File: config.mk
export PLATFORM = sky130hd
export DESIGN_NAME = ssc_stepper
export DESIGN_NICKNAME = d
export VERILOG_FILES = /design/src/rtl/ssc_pkg.sv /design/src/rtl/ssc_dwell_timer.sv /design/src/rtl/ssc_step_seq.sv /design/src/rtl/ssc_clk_div.sv /design/src/rtl/ssc_stepper.sv
export SDC_FILE = /design/constraint.sdc
export NUM_CORES = 1
export LEC_CHECK = 0
export ABC_AREA = 1
export BUFFER_PORTS_ARGS = -buffer_cell sky130_fd_sc_hd__clkbuf_2
export CAP_MARGIN = 20
export CORE_UTILIZATION = 45
export DETAILED_ROUTE_END_ITERATION = 10
export PLACE_DENSITY_LB_ADDON = 0.08
export SYNTH_ARGS = -nofsm -noshare
export SYNTH_HDL_FRONTEND = slang
export SYNTH_SLANG_ARGS = --single-unit
File: constraint.sdc
create_clock -name clk_i -period 1.9 [get_ports clk_i]
set_input_delay 0.38 -clock clk_i [delete_from_list [all_inputs] [get_ports clk_i]]
set_output_delay 0.38 -clock clk_i [all_outputs]
set_load 0.03 [all_outputs]
File: src/rtl/ssc_pkg.sv
package ssc_pkg;

  // rounded nom*den/(den+k)
  function automatic int unsigned div_for_step(int unsigned nom, int unsigned den, int k);
    int unsigned d;
    d = int'(den) + k;
    return (2 * nom * den + d) / (2 * d);
  endfunction

  // table position -> signed step, skipping zero
  function automatic int step_of_pos(int pos, int levels);
    return (pos < levels) ? pos - levels : pos - levels + 1;
  endfunction

endpackage

File: src/rtl/ssc_dwell_timer.sv
module ssc_dwell_timer #(
  parameter int unsigned DWELL_TICKS = 170,
  localparam int unsigned CNT_W = (DWELL_TICKS > 1) ? $clog2(DWELL_TICKS) : 1
) (
  input  logic clk_i,
  input  logic rst_ni,
  input  logic tick_i,
  output logic bnd_o
);

  logic [CNT_W-1:0] cnt_q;

  assign bnd_o = tick_i && (cnt_q == CNT_W'(DWELL_TICKS - 1));

  always_ff @(posedge clk_i or negedge rst_ni) begin
    if (!rst_ni)     cnt_q <= '0;
    else if (tick_i) cnt_q <= bnd_o ? '0 : cnt_q + CNT_W'(1);
  end

  // count advances only on ticks
  a_r2_count_on_tick: assert property (@(posedge clk_i) disable iff (!rst_ni)
    !tick_i |=> $stable(cnt_q));

endmodule

File: src/rtl/ssc_step_seq.sv
module ssc_step_seq
  import ssc_pkg::*;
#(
  parameter int unsigned NOM_DIV  = 40,
  parameter int unsigned SPAN_DEN = 40,
  parameter int unsigned LEVELS   = 4,
  parameter int unsigned STEP_W   = 4,
  parameter int unsigned DIV_W    = 6,
  localparam int unsigned STEPS   = 2 * LEVELS,
  localparam int unsigned POS_W   = $clog2(STEPS)
) (
  input  logic                     clk_i,
  input  logic                     rst_ni,
  input  logic                     en_i,
  input  logic                     bnd_i,
  output logic signed [STEP_W-1:0] step_o,
  output logic [DIV_W-1:0]         div_o
);

  logic [DIV_W-1:0]         div_tab  [STEPS];
  logic signed [STEP_W-1:0] code_tab [STEPS];

  for (genvar g = 0; g < STEPS; g++) begin : g_tab
    assign div_tab[g]  = DIV_W'(div_for_step(NOM_DIV, SPAN_DEN, step_of_pos(g, LEVELS)));
    assign code_tab[g] = STEP_W'(step_of_pos(g, LEVELS));
  end

  logic             act_q, up_q;
  logic [POS_W-1:0] pos_q;

  always_ff @(posedge clk_i or negedge rst_ni) begin
    if (!rst_ni) begin
      act_q <= 1'b0;
      up_q  <= 1'b1;
      pos_q <= POS_W'(LEVELS);
    end else if (bnd_i) begin
      if (!en_i) begin
        act_q <= 1'b0;
      end else if (!act_q) begin
        act_q <= 1'b1;
        up_q  <= 1'b1;
        pos_q <= POS_W'(LEVELS);
      end else if (up_q) begin
        if (pos_q == POS_W'(STEPS - 1)) begin
          up_q  <= 1'b0;
          pos_q <= pos_q - POS_W'(1);
        end else begin
          pos_q <= pos_q + POS_W'(1);
        end
      end else begin
        if (pos_q == '0) begin
          up_q  <= 1'b1;
          pos_q <= pos_q + POS_W'(1);
        end else begin
          pos_q <= pos_q - POS_W'(1);
        end
      end
    end
  end

  assign step_o = act_q ? code_tab[pos_q] : '0;
  assign div_o  = act_q ? div_tab[pos_q]  : DIV_W'(NOM_DIV);

  logic [POS_W:0] pos_ext;
  assign pos_ext = {1'b0, pos_q};

  // active step is never nominal
  a_r5_active_nonzero: assert property (@(posedge clk_i) disable iff (!rst_ni)
    act_q |-> (step_o != '0));

  // step only moves after a boundary
  a_r3_boundary_only: assert property (@(posedge clk_i) disable iff (!rst_ni)
    !bnd_i |=> $stable(step_o));

  // one table position per move
  a_r9_adjacent: assert property (@(posedge clk_i) disable iff (!rst_ni)
    (act_q && $past(act_q) && (pos_ext != $past(pos_ext))) |->
      ((pos_ext == $past(pos_ext) + (POS_W+1)'(1)) || (pos_ext + (POS_W+1)'(1) == $past(pos_ext))));

  // idle sits at nominal
  a_r7_idle_nominal: assert property (@(posedge clk_i) disable iff (!rst_ni)
    !act_q |-> (div_o == DIV_W'(NOM_DIV) && step_o == '0));

endmodule

File: src/rtl/ssc_clk_div.sv
module ssc_clk_div #(
  parameter int unsigned NOM_DIV = 40,
  parameter int unsigned DIV_MIN = 36,
  parameter int unsigned DIV_MAX = 44,
  parameter int unsigned DIV_W   = 6
) (
  input  logic             clk_i,
  input  logic             rst_ni,
  input  logic [DIV_W-1:0] div_i,
  output logic             sw_en_o
);

  logic [DIV_W-1:0] dcnt_q;

  assign sw_en_o = (dcnt_q == '0);

  // reload only at period end
  always_ff @(posedge clk_i or negedge rst_ni) begin
    if (!rst_ni)      dcnt_q <= DIV_W'(NOM_DIV - 1);
    else if (sw_en_o) dcnt_q <= div_i - DIV_W'(1);
    else              dcnt_q <= dcnt_q - DIV_W'(1);
  end

  // enable is a single-cycle pulse
  a_r8_single_pulse: assert property (@(posedge clk_i) disable iff (!rst_ni)
    sw_en_o |=> !sw_en_o);

  // divider input stays within the dither span
  a_r6_div_range: assert property (@(posedge clk_i) disable iff (!rst_ni)
    (div_i >= DIV_W'(DIV_MIN)) && (div_i <= DIV_W'(DIV_MAX)));

endmodule

File: src/rtl/ssc_stepper.sv
module ssc_stepper
  import ssc_pkg::*;
#(
  parameter int unsigned NOM_DIV     = 40,
  parameter int unsigned SPAN_DEN    = 40,
  parameter int unsigned LEVELS      = 4,
  parameter int unsigned DWELL_TICKS = 170,
  localparam int unsigned STEP_W  = $clog2(LEVELS + 1) + 1,
  localparam int unsigned DIV_MAX = div_for_step(NOM_DIV, SPAN_DEN, -int'(LEVELS)),
  localparam int unsigned DIV_MIN = div_for_step(NOM_DIV, SPAN_DEN, int'(LEVELS)),
  localparam int unsigned DIV_W   = $clog2(DIV_MAX + 1)
) (
  input  logic                     clk_i,
  input  logic                     rst_ni,
  input  logic                     en_i,
  input  logic                     tick_i,
  output logic signed [STEP_W-1:0] step_o,
  output logic [DIV_W-1:0]         div_o,
  output logic                     sw_en_o
);

  logic bnd;

  ssc_dwell_timer #(.DWELL_TICKS(DWELL_TICKS)) u_dwell (
    .clk_i  (clk_i),
    .rst_ni (rst_ni),
    .tick_i (tick_i),
    .bnd_o  (bnd)
  );

  ssc_step_seq #(
    .NOM_DIV (NOM_DIV),
    .SPAN_DEN(SPAN_DEN),
    .LEVELS  (LEVELS),
    .STEP_W  (STEP_W),
    .DIV_W   (DIV_W)
  ) u_seq (
    .clk_i  (clk_i),
    .rst_ni (rst_ni),
    .en_i   (en_i),
    .bnd_i  (bnd),
    .step_o (step_o),
    .div_o  (div_o)
  );

  ssc_clk_div #(
    .NOM_DIV(NOM_DIV),
    .DIV_MIN(DIV_MIN),
    .DIV_MAX(DIV_MAX),
    .DIV_W  (DIV_W)
  ) u_div (
    .clk_i  (clk_i),
    .rst_ni (rst_ni),
    .div_i  (div_o),
    .sw_en_o(sw_en_o)
  );

endmodule

==> out/metrics.sh, run 1 <==
TIMING.FINAL.CRIT_PERIOD_PS=1860
NON_FILLER_CELLS_FINAL=201
FIN_SKEW_PS=6.24
CTS_TREE='built'
POST_ROUTE_TOTAL_POWER_uW=1840
YS_WARN_COUNT=0
PLACE.DETAILED.HPWL_UM=1720
ARRIVAL_PS=1480
SYNTH_EDF_COUNT=0
COMBPWRFRAC=0.486
SYN-CELL-AREA_UM2=1260
SYN2LAYOUT_AREA_GROWTH_PCT=13.7
DRIVE_ABOVE_1_SHARE=0.322
TOTAL_OF_FLIP_FLOPS_PLUS_LATCHES_AFTER_SYNTHESIS=19
GRT.TOTAL_USAGE=0.181
POSTSYNTHCELLCOUNT=154
POST_SYNTHESIS_SHARE_OF_CELL_AREA_SPENT_ON_AND_OR_NAND_AND_NOR_GATES=0.305
ROUTED_WIRELENGTH_UM=2330
CLOCK_SINKS=19
SYNTH-COMPOUND-AREA-SHARE=0.0812
NETLIST-CELL-TYPE-COUNT=32
AVGROUTEDWIREPERCELL_UM=11.6
REPORT.FINAL.HOLD_VIOL_COUNT=0
SYNTHXORXNORAREAFRAC=0.0208
WORSTREG2REGEND='u_seq.pos_q[2]'
END_KIND='output port'
WORST_SKEW_PAIR_LATER_PIN_LATENCY_PS=300
LEAKAGEPOWER_uW=0.000773
VIAS_IN_THE_FIRST_GLOBAL_ROUTE=916
NUM_IO_PINS=15
CTS_BUFFER_DEPTH=2
DRTPASS1ITERATIONS=4
GR-USAGE-MET3=0.0355
CORE.ROWCOUNT=18
HTREE_LEVELS=1
SETUP_VIOLATIONS=0
YS_SEQ_AREA_FRAC=0.382
POSTLAYOUTCOREUTIL=0.559
PERIOD_SHARE=0.980
CRIT_PATH_MAX_FANOUT=2
STATUS='finished clean'
GRT.MET1_USAGE=0.238
DIE_WIDTH_UM=55.0
SLEW_VIOLATIONS=0
DP_CELL_COUNT=192
LAYOUT_COMMON_CELLS='sky130_fd_sc_hd__nand2_1, sky130_fd_sc_hd__inv_1, sky130_fd_sc_hd__nor2_1, sky130_fd_sc_hd__dfrtp_1, sky130_fd_sc_hd__buf_4'
GRT_START_MAX_NET_PINS=20
SYNTH_FLOP_CELL='sky130_fd_sc_hd__dfrtp_1'
WORST-R2R-SETUP-SLACK_PS=180
POST_SYNTH.CELL_AREA_AVG_UM2=8.21
DRC_ERRORS=0
CLOCK_BUFFERS_CREATED_BY_TRITONCTS=3
GRT_SETUP_UNREPAIRED='true'
CRITPATHCAPTURE='div_o[2]'
SYNTH.MUX.AREA_FRACTION=0
ROUTED-VIA-COUNT=974
ANTENNA_FOUND_INITIAL=0
REQUIRED_PS=1520
LARGEST_FAMILY_OF_LOGIC_CELLS_BY_SYNTHESIZED_AREA='simple AND/OR/NAND/NOR gates'
PLACEMENT.IO_BUFFERS=12
HOLD_WS_PS=14.1
FINALWEIGHTEDCONGESTION=0.790
HOLD_PATH.CLASS='input pin to asynchronous set/reset pin'
CLOCK-ROOT-BUFFER='sky130_fd_sc_hd__clkbuf_4'
MAX_CAP_VIOLATIONS=0
SETUP.WORST_PATH.CLASS='flip-flop to output port'
GLOBAL_ROUTE_WIRE_LENGTH_BEFORE_REPAIR_UM=3820
START_UTIL=0.492
CLOCK_POWER_SHARE=0.116
SEQPWRFRAC=0.397
WORST_SETUP_HOLD_PATH_CLK_SLEW_PS=120
MAPPEDNETLISTNETS=167
POST_DP_CELL_AREA_UM2=1330
P_SW_uW=833
GLOBALROUTEMET2UTIL=0.283
INTERNAL-POWER_uW=1010
ANTENNA_CELLS_INSERTED=0
PLACEABLECOREAREA_UM2=2570
ANTENNA_VIOLATING_NETS_POST_ROUTE=0
RR_WORST_DEPTH=7
CTS.HOLD.BUFFERS_ADDED=0
POST-ROUTE-CELL-AREA_UM2=1440
CRIT_START='u_seq.pos_q[0]'
P_PER_AREA_nW_PER_UM2=1280
DIE_H_UM=55.0
SW_FRAC_OF_TOTAL=0.452
IR_DROP_V=0.000773
ROUTED_VIA_DENSITY=4.85
FIN_NETS=185
GRT-OVFL-TOTAL=0
ASYNCSETRESETFLOPFRACSYNTH=1.00
MOST_COMMON_CELL_AFTER_LAYOUT_FILL_AND_TAPS_ASIDE='sky130_fd_sc_hd__nand2_1'
SYNTHADDERAREAFRAC=0.0891
REGTOREGSTARTPOINT='u_seq.pos_q[2]'
START_KIND='flip-flop'
F_MAX_MHz=537
DETAILEDROUTE.FIRSTITERATIONVIOLATIONS=12
FP.DIEAREA_UM2=3020
TOP_USAGE_LAYER='met2'
## sequential cells by signal (all words and copies together), names as in the netlist
| register | count |
|---|---|
| u_dwell.cnt_q | 8 |
| u_seq.act_q | 1 |
| u_div.dcnt_q | 6 |
| u_seq.up_q | 1 |
| u_seq.pos_q | 3 |
## critical path: stages, from the launching register on
cell and delay, ps:
sky130_fd_sc_hd__dfrtp_1 400, sky130_fd_sc_hd__buf_4 150, sky130_fd_sc_hd__inv_4 60, sky130_fd_sc_hd__ha_4 130, sky130_fd_sc_hd__inv_1 40, sky130_fd_sc_hd__ha_2 170, sky130_fd_sc_hd__nor2_4 110, sky130_fd_sc_hd__buf_8 130
## worst min path at each step
| stage | from | end | slack (ps) | depth (start not counted) |
|---|---|---|---|---|
| CTS | rst_ni | u_dwell.cnt_q[1] | 30 | 1 |
| global route | rst_ni | u_dwell.cnt_q[0] | 50 | 1 |
| global placement | rst_ni | u_dwell.cnt_q[0] | 370 | 1 |
| finish | rst_ni | u_dwell.cnt_q[1] | 10 | 1 |
| floorplan | rst_ni | u_div.dcnt_q[3] | 80 | 0 |
| detailed placement | rst_ni | u_dwell.cnt_q[1] | 380 | 1 |
## cell usage after synthesis (2+ instances only)
library cell	n	share of area
sky130_fd_sc_hd__inv_2	4	0.012
sky130_fd_sc_hd__xor2_1	3	0.021
sky130_fd_sc_hd__nor2_2	3	0.015
sky130_fd_sc_hd__dfstp_2	6	0.12
sky130_fd_sc_hd__nand3_1	8	0.032
sky130_fd_sc_hd__nand2_4	3	0.027
sky130_fd_sc_hd__o21ai_0	8	0.032
sky130_fd_sc_hd__o21ai_1	2	0.0079
sky130_fd_sc_hd__nand2_2	2	0.0099
sky130_fd_sc_hd__conb_1	2	0.0059
sky130_fd_sc_hd__a21oi_1	3	0.012
sky130_fd_sc_hd__nor2_1	12	0.036
sky130_fd_sc_hd__inv_1	24	0.071
sky130_fd_sc_hd__a21oi_2	2	0.014
sky130_fd_sc_hd__nand4_1	4	0.020
sky130_fd_sc_hd__nor3_1	3	0.012
sky130_fd_sc_hd__buf_4	4	0.024
sky130_fd_sc_hd__nand2_1	27	0.080
sky130_fd_sc_hd__ha_1	9	0.089
sky130_fd_sc_hd__dfrtp_1	13	0.26
## through the flow
stage	TNS (ps)	setup WS, ps
global route	-33.4	-27.6
detailed placement	0	140
global placement	0	189
finish	0	37.5
CTS	0	1.18
floorplan	0	44.3
## what timing repair did
| item | 4_1_cts | 5_1_grt |
|---|---|---|
| endpoints found under the setup margin | 3 | 5 |
| pin swaps | 1 | 1 |
| gates resized for setup | 8 | 13 |
| setup buffers | 3 | 2 |
## power groups by stage
stage / clock network [uW] / registers, uW / logic (uW)
after floorplan: 0 / 693 / 671
after global placement: 0 / 736 / 789
after detailed placement: 0 / 739 / 809
after CTS: 224 / 731 / 866
after global routing: 233 / 756 / 1020
final: 214 / 732 / 897
## cells by family after synthesis
kind of cell / count (synthesis)
and+or+nand+nor: 71
xor gates and xnor gates: 3
adders and majority gates: 9
AOI/OAI and AO/OA: 17
other: 2
buffers and inverters: 33
DFF: 19
## final cells by class
class                      count  area [um^2]
clock buffer                   3         22.5
clock inverter                 1         5.00
fill                         235         1130
inverter                      28          108
multi-input combinational    102          657
sequential                    19          484
tap                           30         37.5
timing repair buffer          18          123
## layer usage
| metal | share of wire | vias up |
|---|---|---|
| met5 | 0 | - |
| met4 | 0.022 | 0 |
| met3 | 0.021 | 6 |
| met2 | 0.45 | 13 |
| met1 | 0.50 | 446 |
| li1 | - | 509 |
Note: power is estimated with default switching activity, not from simulation.
==> run 2, diff against run 1 <==
CELL_PAD_IN_SITES_DETAIL_PLACEMENT = 0   (was default)
CELL_PAD_IN_SITES_GLOBAL_PLACEMENT = 1   (was default)
CORE_UTILIZATION = 42   (was 45)
==> run 2 against run 1 <==
The run now ends with design-rule violations left. Sequential cell count unchanged. Clock-buffer cell count up 1. Utilization down 2.9 points. Power up 3.1%. Maximum frequency up 3.2%. Worst hold slack better by 6.7 ps. Critical path type unchanged. Cell count up 1.5%. Sequential power about the same. Global-route usage down 1.3 points.
==> out/metrics.sh, run 2 (synthesis gave the netlist of run 1 again) <==
MOST_COMMON_CELL_AFTER_LAYOUT_FILL_AND_TAPS_ASIDE='sky130_fd_sc_hd__nand2_1'
DIE_H_UM=56.9
WORST-R2R-SETUP-SLACK_PS=190
CRIT_START='u_seq.pos_q[2]'
PLACE.DETAILED.HPWL_UM=1830
DIE_WIDTH_UM=56.9
CLOCK_SINKS=19
NFILLCELLS=283
START_KIND='flip-flop'
FINALWEIGHTEDCONGESTION=0.764
COMBPWRFRAC=0.504
CLOCK_BUFFERS_CREATED_BY_TRITONCTS=3
SYN2LAYOUT_AREA_GROWTH_PCT=17.8
ARRIVAL_PS=1430
WORSTREG2REGEND='u_div.dcnt_q[4]'
F_MAX_MHz=554
CTS_BUFFER_DEPTH=2
MAX_CAP_VIOLATIONS=0
CLOCK_POWER_SHARE=0.109
GLOBAL_ROUTE_WIRE_LENGTH_BEFORE_REPAIR_UM=4150
SEQPWRFRAC=0.386
LARGEST_REG_FLOPS=8
AVGROUTEDWIREPERCELL_UM=11.9
FIN_SKEW_PS=6.62
RR_WORST_DEPTH=11
HTREE_LEVELS=1
SETUP.WORST_PATH.CLASS='flip-flop to output port'
START_UTIL=0.450
VIAS_IN_THE_FIRST_GLOBAL_ROUTE=959
REQUIRED_PS=1520
ANTENNA_FOUND_INITIAL=0
GRT.TOTAL_USAGE=0.168
PERIOD_SHARE=0.950
REG.LARGEST.LIST='u_dwell.cnt_q x8, u_div.dcnt_q x6, u_seq.pos_q x3'
NUM_IO_PINS=15
WORST_SETUP_HOLD_PATH_CLK_SLEW_PS=110
TIMING.FINAL.CRIT_PERIOD_PS=1810
MAX_FLOP_REGISTER='u_dwell.cnt_q'
DETAILEDROUTE.FIRSTITERATIONVIOLATIONS=34
GRT_START_MAX_NET_PINS=20
GRT-OVFL-TOTAL=0
SETUP_VIOLATIONS=0
ROUTED-VIA-COUNT=980
FAILING_CHECKS='design-rule violations'
SLEW_VIOLATIONS=0
LAYOUT_COMMON_CELLS='sky130_fd_sc_hd__nand2_1, sky130_fd_sc_hd__inv_1, sky130_fd_sc_hd__dfrtp_1'
CRIT_PATH_MAX_FANOUT=5
DRC_ERRORS=6
CRITPATHCAPTURE='div_o[0]'
HOLD_WS_PS=20.8
FP.DIEAREA_UM2=3230
FIN_NETS=187
ANTENNA_VIOLATING_NETS_POST_ROUTE=0
DRTPASS1ITERATIONS=7
PLACEABLECOREAREA_UM2=2810
PLACEMENT.IO_BUFFERS=12
REGTOREGSTARTPOINT='u_seq.pos_q[2]'
HOLD_PATH.CLASS='input pin to asynchronous set/reset pin'
LEAKAGEPOWER_uW=0.000793
END_KIND='output port'
DRIVE_ABOVE_1_SHARE=0.335
WORST_SKEW_PAIR_LATER_PIN_LATENCY_PS=300
ANTENNA_CELLS_INSERTED=0
P_SW_uW=847
INTERNAL-POWER_uW=1050
CTS_TREE='built'
ROUTED_VIA_DENSITY=4.80
ROUTED_WIRELENGTH_UM=2430
IR_DROP_V=0.000541
SW_FRAC_OF_TOTAL=0.446
STATUS='complete, but fails checks'
REPORT.FINAL.HOLD_VIOL_COUNT=0
POSTLAYOUTCOREUTIL=0.531
CORE.ROWCOUNT=19
P_PER_AREA_nW_PER_UM2=1280
CLOCK-ROOT-BUFFER='sky130_fd_sc_hd__clkbuf_4'
## run 2: worst max-delay path, stage by stage (launching register included)
cell	delay [ps]
sky130_fd_sc_hd__dfstp_2	590
sky130_fd_sc_hd__inv_2	70
sky130_fd_sc_hd__nand2_1	70
sky130_fd_sc_hd__nand3_1	60
sky130_fd_sc_hd__inv_1	110
sky130_fd_sc_hd__clkbuf_2	220
## run 2: worst min-delay path by stage
stage | startpoint | end | slack (ps) | cells past startpoint
after floorplan | rst_ni | u_div.dcnt_q[3] | 80 | 0
after global placement | rst_ni | u_dwell.cnt_q[0] | 370 | 1
after detailed placement | rst_ni | u_dwell.cnt_q[0] | 370 | 1
after CTS | rst_ni | u_dwell.cnt_q[3] | 30 | 1
after global routing | rst_ni | u_seq.pos_q[1] | 30 | 1
final | rst_ni | u_dwell.cnt_q[3] | 20 | 1
## run 2: per-layer routing
metal / part of all wire / routed length [um] / vias to the layer above / track usage
met5: 0 / 0 / - / 0
met1: 0.47 / 1140 / 449 / 0.217
met3: 0.033 / 80 / 2 / 0.0300
met2: 0.49 / 1190 / 12 / 0.270
met4: 0.0070 / 17 / 0 / 0.0836
li1: - / - / 517 / -
## run 2: area by class of cell
type	count	area [um^2]	share of cell area
Multi-Input combinational cell	102	677	0.455
Sequential cell	19	484	0.325
Timing Repair Buffer	20	158	0.106
Inverter	28	105	0.0706
Tap cell	31	38.8	0.0261
Clock buffer	4	26.3	0.0176
## run 2: repair_timing
action	4_1_cts	5_1_grt
gates resized for setup	8	16
pin swaps	2	2
buffers inserted	3	4
hold buffers	0	0
setup endpoints to repair	2	7
## run 2: through the flow
| step | TNS (ps) | worst slack (ps) | cell area, um^2 | std cells | power, uW |
|---|---|---|---|---|---|
| 4_1_cts | 0 | 2.66 | 1400 | 200 | 1830 |
| 3_3_place_gp | 0 | 201 | 1330 | 193 | 1530 |
| 5_1_grt | -33.2 | -14.9 | 1490 | 204 | 2080 |
| 6_report | 0 | 94.5 | 1490 | 204 | 1900 |
| 3_5_place_dp | 0 | 128 | 1330 | 193 | 1550 |
| 2_1_floorplan | 0 | 44.3 | 1260 | 154 | 1360 |
## run 2: power groups by stage
| stage | Combinational (uW) | Clock [uW] | Sequential [uW] |
|---|---|---|---|
| CTS | 868 | 222 | 736 |
| floorplan | 671 | 0 | 693 |
| detailed placement | 809 | 0 | 745 |
| global placement | 798 | 0 | 736 |
| finish | 958 | 208 | 734 |
| global route | 1070 | 246 | 758 |
